--- config.mk ---
export PLATFORM = sky130hd
export DESIGN_NAME = scl_phase_calc
export DESIGN_NICKNAME = d
export VERILOG_FILES = /design/src/rtl/scl_pkg.sv /design/src/rtl/scl_mask_class.sv /design/src/rtl/scl_restoring_div.sv /design/src/rtl/scl_phase_calc.sv
export SDC_FILE = /design/constraint.sdc
export NUM_CORES = 1
export LEC_CHECK = 0
export ABC_CLOCK_PERIOD_IN_PS = 8100
export BUFFER_PORTS_ARGS = -buffer_cell sky130_fd_sc_hd__buf_4
export CAP_MARGIN = 0
export CORE_UTILIZATION = 28
export CTS_CLUSTER_SIZE = 16
export DETAILED_ROUTE_END_ITERATION = 7
export PLACE_DENSITY = 0.47
export SLEW_MARGIN = 20
export SYNTH_ARGS = -nofsm -noshare
export SYNTH_HDL_FRONTEND = slang
export SYNTH_SLANG_ARGS = --single-unit
--- constraint.sdc ---
create_clock -name clk -period 8.1 [get_ports clk]
set_input_delay 1.62 -clock clk [delete_from_list [all_inputs] [get_ports clk]]
set_output_delay 1.62 -clock clk [all_outputs]
set_load 0.05 [all_outputs]
--- src/rtl/scl_pkg.sv ---
// Package: shared state type and the fixed division order for the
// scaler phase calculator. Assumes six divisions per request.
package scl_pkg;
    typedef enum logic [1:0] {
        ST_IDLE   = 2'd0,
        ST_LAUNCH = 2'd1,
        ST_WAIT   = 2'd2
    } scl_state_e;

    localparam int NUM_DIV  = 6;
    localparam int IDX_HFAC = 0;
    localparam int IDX_VFAC = 1;
    localparam int IDX_HINI = 2;
    localparam int IDX_HDEL = 3;
    localparam int IDX_VINI = 4;
    localparam int IDX_VDEL = 5;
endpackage

--- src/rtl/scl_mask_class.sv ---
// Classifies the plane mask as empty or as holding more than one
// plane. Purely combinational; assumes the mask is stable when sampled.
module scl_mask_class #(
    parameter int NPLANES = 4
) (
    input  logic [NPLANES-1:0] mask,
    output logic               none,
    output logic               multi
);
    localparam int CW = $clog2(NPLANES + 1);

    logic [CW-1:0] ones;

    // Count the set bits of the mask.
    always_comb begin
        ones = '0;
        for (int i = 0; i < NPLANES; i++) begin
            ones = ones + CW'(mask[i]);
        end
    end

    assign none  = (ones == '0);
    assign multi = (ones > CW'(1));
endmodule

--- src/rtl/scl_restoring_div.sv ---
// Sequential restoring divider: one quotient bit per clock.
// A go pulse loads the operands. A zero divisor answers on the next
// cycle with dz set. Otherwise valid pulses after NUM_W step cycles.
// Assumes go is only raised while the divider is idle.
module scl_restoring_div #(
    parameter int NUM_W = 64,
    parameter int DEN_W = 32
) (
    input  logic             clk,
    input  logic             rst_n,
    input  logic             go,
    input  logic [NUM_W-1:0] num,
    input  logic [DEN_W-1:0] den,
    output logic             valid,
    output logic             dz,
    output logic [DEN_W-1:0] quo
);
    localparam int CW = $clog2(NUM_W + 1);

    logic [DEN_W-1:0] rem_q;
    logic [DEN_W-1:0] den_q;
    logic [NUM_W-1:0] q_q;
    logic [CW-1:0]    cnt_q;
    logic             active_q;
    logic [DEN_W:0]   shifted;
    logic [DEN_W:0]   diff;
    logic             fits;

    // One restoring step: shift in the next dividend bit, trial-subtract.
    always_comb begin
        shifted = {rem_q, q_q[NUM_W-1]};
        diff    = shifted - {1'b0, den_q};
        fits    = (shifted >= {1'b0, den_q});
    end

    // Load on go, then iterate until the step counter runs out.
    always_ff @(posedge clk) begin
        if (!rst_n) begin
            rem_q    <= '0;
            den_q    <= '0;
            q_q      <= '0;
            cnt_q    <= '0;
            active_q <= 1'b0;
            valid    <= 1'b0;
            dz       <= 1'b0;
        end else begin
            valid <= 1'b0;
            dz    <= 1'b0;
            if (go) begin
                rem_q <= '0;
                den_q <= den;
                q_q   <= num;
                if (den == '0) begin
                    valid <= 1'b1;
                    dz    <= 1'b1;
                end else begin
                    cnt_q    <= CW'(NUM_W);
                    active_q <= 1'b1;
                end
            end else if (active_q) begin
                rem_q <= fits ? diff[DEN_W-1:0] : shifted[DEN_W-1:0];
                q_q   <= {q_q[NUM_W-2:0], fits};
                cnt_q <= cnt_q - CW'(1);
                if (cnt_q == CW'(1)) begin
                    active_q <= 1'b0;
                    valid    <= 1'b1;
                end
            end
        end
    end

    assign quo = q_q[DEN_W-1:0];
endmodule

--- src/rtl/scl_phase_calc.sv ---
// Top: sequences the six divisions that produce the scaler setup values.
// The mask is screened on start. Operands are latched, and each quotient
// is captured into its result slot. Initial phases are rounded by
// (q + 1) / 2. Assumes src sizes are 16.16 and dst sizes are integers.
module scl_phase_calc
    import scl_pkg::*;
#(
    parameter int NPLANES     = 4,
    parameter int SRC_W       = 32,
    parameter int FRAC_W      = 16,
    parameter int DST_W       = 16,
    parameter int PHASE_BITS  = 4,
    parameter int PHASE_SHIFT = 12
) (
    input  logic               clk,
    input  logic               rst_n,
    input  logic               start,
    input  logic [NPLANES-1:0] plane_mask,
    input  logic [SRC_W-1:0]   src_w,
    input  logic [SRC_W-1:0]   src_h,
    input  logic [DST_W-1:0]   dst_w,
    input  logic [DST_W-1:0]   dst_h,
    output logic               busy,
    output logic               done,
    output logic               rejected,
    output logic               div_zero,
    output logic               scale_en,
    output logic               enh_en,
    output logic [SRC_W-1:0]   h_factor,
    output logic [SRC_W-1:0]   v_factor,
    output logic [SRC_W-1:0]   h_init,
    output logic [SRC_W-1:0]   h_delta,
    output logic [SRC_W-1:0]   v_init,
    output logic [SRC_W-1:0]   v_delta
);
    localparam int NUM_W   = 2 * SRC_W;
    localparam int INT_W   = SRC_W - FRAC_W;
    localparam int IW      = $clog2(NUM_DIV);
    localparam int DEL_SH  = PHASE_BITS + PHASE_SHIFT;

    scl_state_e       st_q;
    logic [IW-1:0]    idx_q;
    logic [SRC_W-1:0] sw_q, sh_q;
    logic [DST_W-1:0] dw_q, dh_q;
    logic [INT_W-1:0] in_w, in_h;
    logic             m_none, m_multi;
    logic             go;
    logic [NUM_W-1:0] num;
    logic [SRC_W-1:0] den;
    logic             d_valid, d_dz;
    logic [SRC_W-1:0] d_quo;
    logic [SRC_W-1:0] cap_val;
    logic             cap;
    logic             clr;
    logic [SRC_W-1:0] res [NUM_DIV];
    logic             enh_calc;

    scl_mask_class #(.NPLANES(NPLANES)) u_mask (
        .mask  (plane_mask),
        .none  (m_none),
        .multi (m_multi)
    );

    assign in_w = sw_q[SRC_W-1:FRAC_W];
    assign in_h = sh_q[SRC_W-1:FRAC_W];
    assign go   = (st_q == ST_LAUNCH);
    assign busy = (st_q != ST_IDLE);
    assign clr  = (st_q == ST_IDLE) && start;
    assign cap  = (st_q == ST_WAIT) && d_valid && !d_dz;

    // Select dividend and divisor for the current division index.
    always_comb begin
        num = '0;
        den = '0;
        case (int'(idx_q))
            IDX_HFAC: begin num = NUM_W'(dw_q) << SRC_W;      den = sw_q;         end
            IDX_VFAC: begin num = NUM_W'(dh_q) << SRC_W;      den = sh_q;         end
            IDX_HINI: begin num = NUM_W'(in_w) << PHASE_BITS; den = SRC_W'(dw_q); end
            IDX_HDEL: begin num = NUM_W'(in_w) << DEL_SH;     den = SRC_W'(dw_q); end
            IDX_VINI: begin num = NUM_W'(in_h) << PHASE_BITS; den = SRC_W'(dh_q); end
            IDX_VDEL: begin num = NUM_W'(in_h) << DEL_SH;     den = SRC_W'(dh_q); end
            default:  begin num = '0;                         den = '0;           end
        endcase
    end

    scl_restoring_div #(.NUM_W(NUM_W), .DEN_W(SRC_W)) u_div (
        .clk   (clk),
        .rst_n (rst_n),
        .go    (go),
        .num   (num),
        .den   (den),
        .valid (d_valid),
        .dz    (d_dz),
        .quo   (d_quo)
    );

    // Round initial phases to half; pass other quotients through.
    always_comb begin
        if (int'(idx_q) == IDX_HINI || int'(idx_q) == IDX_VINI) begin
            cap_val = SRC_W'(({1'b0, d_quo} + (SRC_W+1)'(1)) >> 1);
        end else begin
            cap_val = d_quo;
        end
    end

    // One register per result slot, cleared on accepted start.
    for (genvar g = 0; g < NUM_DIV; g++) begin : g_res
        always_ff @(posedge clk) begin
            if (!rst_n || clr) begin
                res[g] <= '0;
            end else if (cap && int'(idx_q) == g) begin
                res[g] <= cap_val;
            end
        end
    end

    assign enh_calc = (res[IDX_HFAC][SRC_W-1:FRAC_W] >= INT_W'(2)) ||
                      (res[IDX_VFAC][SRC_W-1:FRAC_W] >= INT_W'(2));

    // Request sequencer: screen mask, launch and collect each division.
    always_ff @(posedge clk) begin
        if (!rst_n) begin
            st_q     <= ST_IDLE;
            idx_q    <= '0;
            sw_q     <= '0;
            sh_q     <= '0;
            dw_q     <= '0;
            dh_q     <= '0;
            done     <= 1'b0;
            rejected <= 1'b0;
            div_zero <= 1'b0;
            scale_en <= 1'b0;
            enh_en   <= 1'b0;
        end else begin
            done <= 1'b0;
            case (st_q)
                ST_IDLE: begin
                    if (start) begin
                        rejected <= 1'b0;
                        div_zero <= 1'b0;
                        scale_en <= 1'b0;
                        enh_en   <= 1'b0;
                        if (m_none) begin
                            done <= 1'b1;
                        end else if (m_multi) begin
                            done     <= 1'b1;
                            rejected <= 1'b1;
                        end else begin
                            sw_q  <= src_w;
                            sh_q  <= src_h;
                            dw_q  <= dst_w;
                            dh_q  <= dst_h;
                            idx_q <= '0;
                            st_q  <= ST_LAUNCH;
                        end
                    end
                end
                ST_LAUNCH: begin
                    st_q <= ST_WAIT;
                end
                ST_WAIT: begin
                    if (d_valid) begin
                        if (d_dz) begin
                            div_zero <= 1'b1;
                            done     <= 1'b1;
                            st_q     <= ST_IDLE;
                        end else if (int'(idx_q) == NUM_DIV - 1) begin
                            done     <= 1'b1;
                            scale_en <= 1'b1;
                            enh_en   <= enh_calc;
                            st_q     <= ST_IDLE;
                        end else begin
                            idx_q <= idx_q + IW'(1);
                            st_q  <= ST_LAUNCH;
                        end
                    end
                end
                default: st_q <= ST_IDLE;
            endcase
        end
    end

    assign h_factor = res[IDX_HFAC];
    assign v_factor = res[IDX_VFAC];
    assign h_init   = res[IDX_HINI];
    assign h_delta  = res[IDX_HDEL];
    assign v_init   = res[IDX_VINI];
    assign v_delta  = res[IDX_VDEL];
endmodule

==> impl_results.md <==
- RD Place Congestion: approximately 0.84
- HPWL Detailed: 46,600 um
- Post-synth EDFFs: between 150 and 200
- Seq/Total Area, Yosys: a little over half
- P_int: about 0.0045 W
- Final nets: about 2,600
- Leakage: slightly above 9 nW
- Post-CTS Setup Inserts: 0
- Skew-Pair Late Insertion Delay: 0.59 ns
- CP bufs+invs: 2
- Fin. max-slew vios: 0
- Inserted Clock Buffers: 50
- Starting Density: about 28%
- Cell variety after synth: 77
- Final hold vios: 0
- Post-placement cell area: 23,500 sq um
- Clock Path Buffers: 3
- I/O Pins: 301
- CTS root buffer: clkbuf_16
- WHS Path Cells: 2
- RSZ-0062 raised after global routing: no
- HP Class: reg -> reg
- Max Fanout on Critical Path: 96
- Vias per cell: 4.97
- CP Capture Type: register
- Cell area after layout: approximately 25,000 sq um
- Status: finished clean
- Syn Inst Count: 2,191
- Startpoint class of the critical path: primary input
- CP endpoint: sw_q[24]
- Relative slew slack: about a quarter
- Crit-path cells: buf_4 -> ha_1 -> fa_1 -> ha_1 -> o31a_1 -> nand2_2 -> buf_4 -> nand2_1 -> a21oi_1
- Synth top area share: between 20% and 30%
- Row count: 98
- Drt wl/cell: just under 20 um
- Peak VDD IR: 0.145 mV
- Diode count: 0
- Share of synthesized registers carrying an async set or reset: 0%
- Vias: 16,900
- Average size of a mapped cell: 9.29 sq um
- WP data arrival: ~4.3 ns
- Net Sw Frac: 31.9%
- FMAX: roughly 260 MHz
- Pre-CTS WS: approximately 3.7 ns
- Worst reg-to-reg setup slack: about 4.4 ns
- Post-cts resize count: 0
- Via count of the first global-routing pass: 16,300
- Final ANT Viol Nets: 0
- P&R area growth vs syn: 23.8%
- Pin count of the biggest net entering global routing: 97
- Die Y: 272 um
- Setup violators final: 0
- P_sw: between 0.002 and 0.0025 W
- Drc violations: 0
- Slowest CP cell: buf_4
- Die area: 73,800 sq um
- Core Area: just over 70,000 sq um
- Comb pwr share: roughly a quarter
- Worst Path Required: between 8 and 9 ns
- First-pass GRT wire length: around 100,000 um
- Critical setup path kind: in -> reg
- Number of detailed-route iterations in the first pass: 6
- Post-placement cell count: between 3,000 and 4,000
- CTS sink cnt: approximately 440
- Fin cells: ~3,400
- Top cells by area, synth: edfxtp_1, dfxtp_1, nor2_1
- Total congestion overflow: 0
- Clock Pin Slew Worst Setup and Hold Paths: 0.06 ns
- Total Routing Usage GR: around 17%
- Fin crit share: 47.0%
- Die X: 272 um
- Sequential fraction of design power: 38.5%
- Worst-Margin Slew: 1.10 ns
- Initial antenna violation count: 1
- Power per Cell Area: 262 nW/um^2
- Fin Setup TNS: 0 ns
- CTS Hold Bufs: 0
- Total wire length: 66,500 um
- Critical Path Max Stage Delay: around 0.69 ns
- Number of synthesized register bits: between 400 and 500
- Max_cap viols: 0
- Post-synth top flop: dfxtp_1
- Worst R2R End: u_div.cnt_q[6]
- Synth Net Count: 2,340
- Min Clock Period, post-route: about 3.8 ns
- Initial drt markers: ~1,300
- Final worst slack: ~4.3 ns
- CTS tree: built
- Reg2Reg Depth: 11
- Yosys synthesis warning count: 0
- Clk_skew: ~0.023 ns
- Layout cell share with drive strength beyond 1: approximately 18%
- Clock power frac: 36.0%
- Critical path's top delay family: adder cells
- Reg2reg start: idx_q[0]
- Crit. Startpoint: plane_mask[0]
- Port buffer count: 300
- WP depth: 9
- Post-Synthesis Cell Area: between 20,000 and 25,000 sq um
- Worst hold margin: around 0.45 ns
- Cell taking the most area after synthesis: edfxtp_1
- H-tree levels: 2
-- power groups by stage --
stage                     clock network, W  registers [W]  logic [W]
after global placement                   0        0.00258    0.00168
final                              0.00237        0.00254    0.00169
after global routing               0.00252        0.00255    0.00183
after CTS                          0.00244        0.00254    0.00170
after floorplan                          0        0.00279    0.00104
after detailed placement                 0        0.00259    0.00170
-- layout by cell type, fill, tap and decap left out, drive strengths merged, types with 32 or more instances in the layout --
cell type,instances
buf,328
nor2,323
nand2,314
dfxtp,244
a21oi,231
edfxtp,192
mux2i,93
o21ai,86
a22oi,79
clkbuf,69
inv,53
ha,44
o22a,36
a21o,32
-- metrics by stage --
| step | util (%) | total power, W |
|---|---|---|
| after floorplan | - | 0.00383 |
| after global placement | 32.7 | 0.00427 |
| after detailed placement | 32.7 | 0.00428 |
| after CTS | 35.1 | 0.00668 |
| after global routing | 35.1 | 0.00691 |
| final | 35.1 | 0.00660 |
-- cell usage after synthesis (8+ instances only) --
cell type  instances
o22a_1            36
nand3_1           30
clkbuf_1         114
a21o_1            32
nor4_1            19
o21ai_0           76
o22ai_1           21
buf_2             22
a21oi_1          228
nor3_1            22
a22oi_1           79
edfxtp_1         192
nor2b_1           17
nor3b_1            8
a31oi_1           12
inv_1             52
and3_1             8
a211oi_1          13
nand4_1           10
mux2i_1           93
xnor2_1           18
nor2_1           323
or3_1             17
ha_1              44
buf_1             17
o21ai_1            9
nand2_1          314
dfxtp_1          244
-- tightest hold or removal path, delay by kind of cell (launching register included) --
kind             cells  cell delay [ns]
AND/OR/NAND/NOR      1             0.05
AO/OA/AOI/OAI        1             0.05
flip-flops           1             0.30
-- layer usage --
layer | vias to the layer above | share of wire (%) | global-route usage, %
met5 | - | 0.023 | 0
met4 | 2 | 1.7 | 4.36
met3 | 67 | 4.4 | 2.38
met1 | 8112 | 45 | 23.2
met2 | 505 | 48 | 29.8
li1 | 8227 | - | -
-- cell type report --
| type | count | area [sq um] |
|---|---|---|
| Fill cell | 7333 | 46500 |
| Sequential cell | 436 | 10700 |
| Multi-Input combinational cell | 1543 | 8960 |
| Timing Repair Buffer | 328 | 2480 |
| Clock buffer | 69 | 1400 |
| Tap cell | 950 | 1190 |
| Clock inverter | 22 | 324 |
| Inverter | 52 | 198 |
-- registers in the layout, summed over array words and instances (netlist names), 2 cells and up --
signal and count:
sh_q 32, sw_q 32, dw_q 16, idx_q 3, dh_q 16, res 192, u_div.cnt_q 7, u_div.den_q 32
st_q 2, u_div.rem_q 32, u_div.q_q 64
-- worst min path at each step --
| stage | start | to | slack [ns] |
|---|---|---|---|
| after floorplan | sh_q[0] | sh_q[0] | 0.44 |
| after global placement | sw_q[2] | sw_q[2] | 0.44 |
| after detailed placement | sh_q[11] | sh_q[11] | 0.45 |
| after CTS | sh_q[11] | sh_q[11] | 0.45 |
| after global routing | sh_q[11] | sh_q[11] | 0.47 |
| final | sh_q[14] | sh_q[14] | 0.45 |
-- cell families (layout without fill, tap and decap cells) --
logic type,after synthesis,in the layout,share of synthesized area (%)
buffers and inverters,212,471,4.25
DFF,436,436,52.3
adders and majority gates,46,46,2.90
muxes,98,98,4.85
AOI/OAI and AO/OA,566,566,17.6
and+or+nand+nor,808,808,17.0
xor gates and xnor gates,25,25,1.08
(Power assumes the default switching activity.)
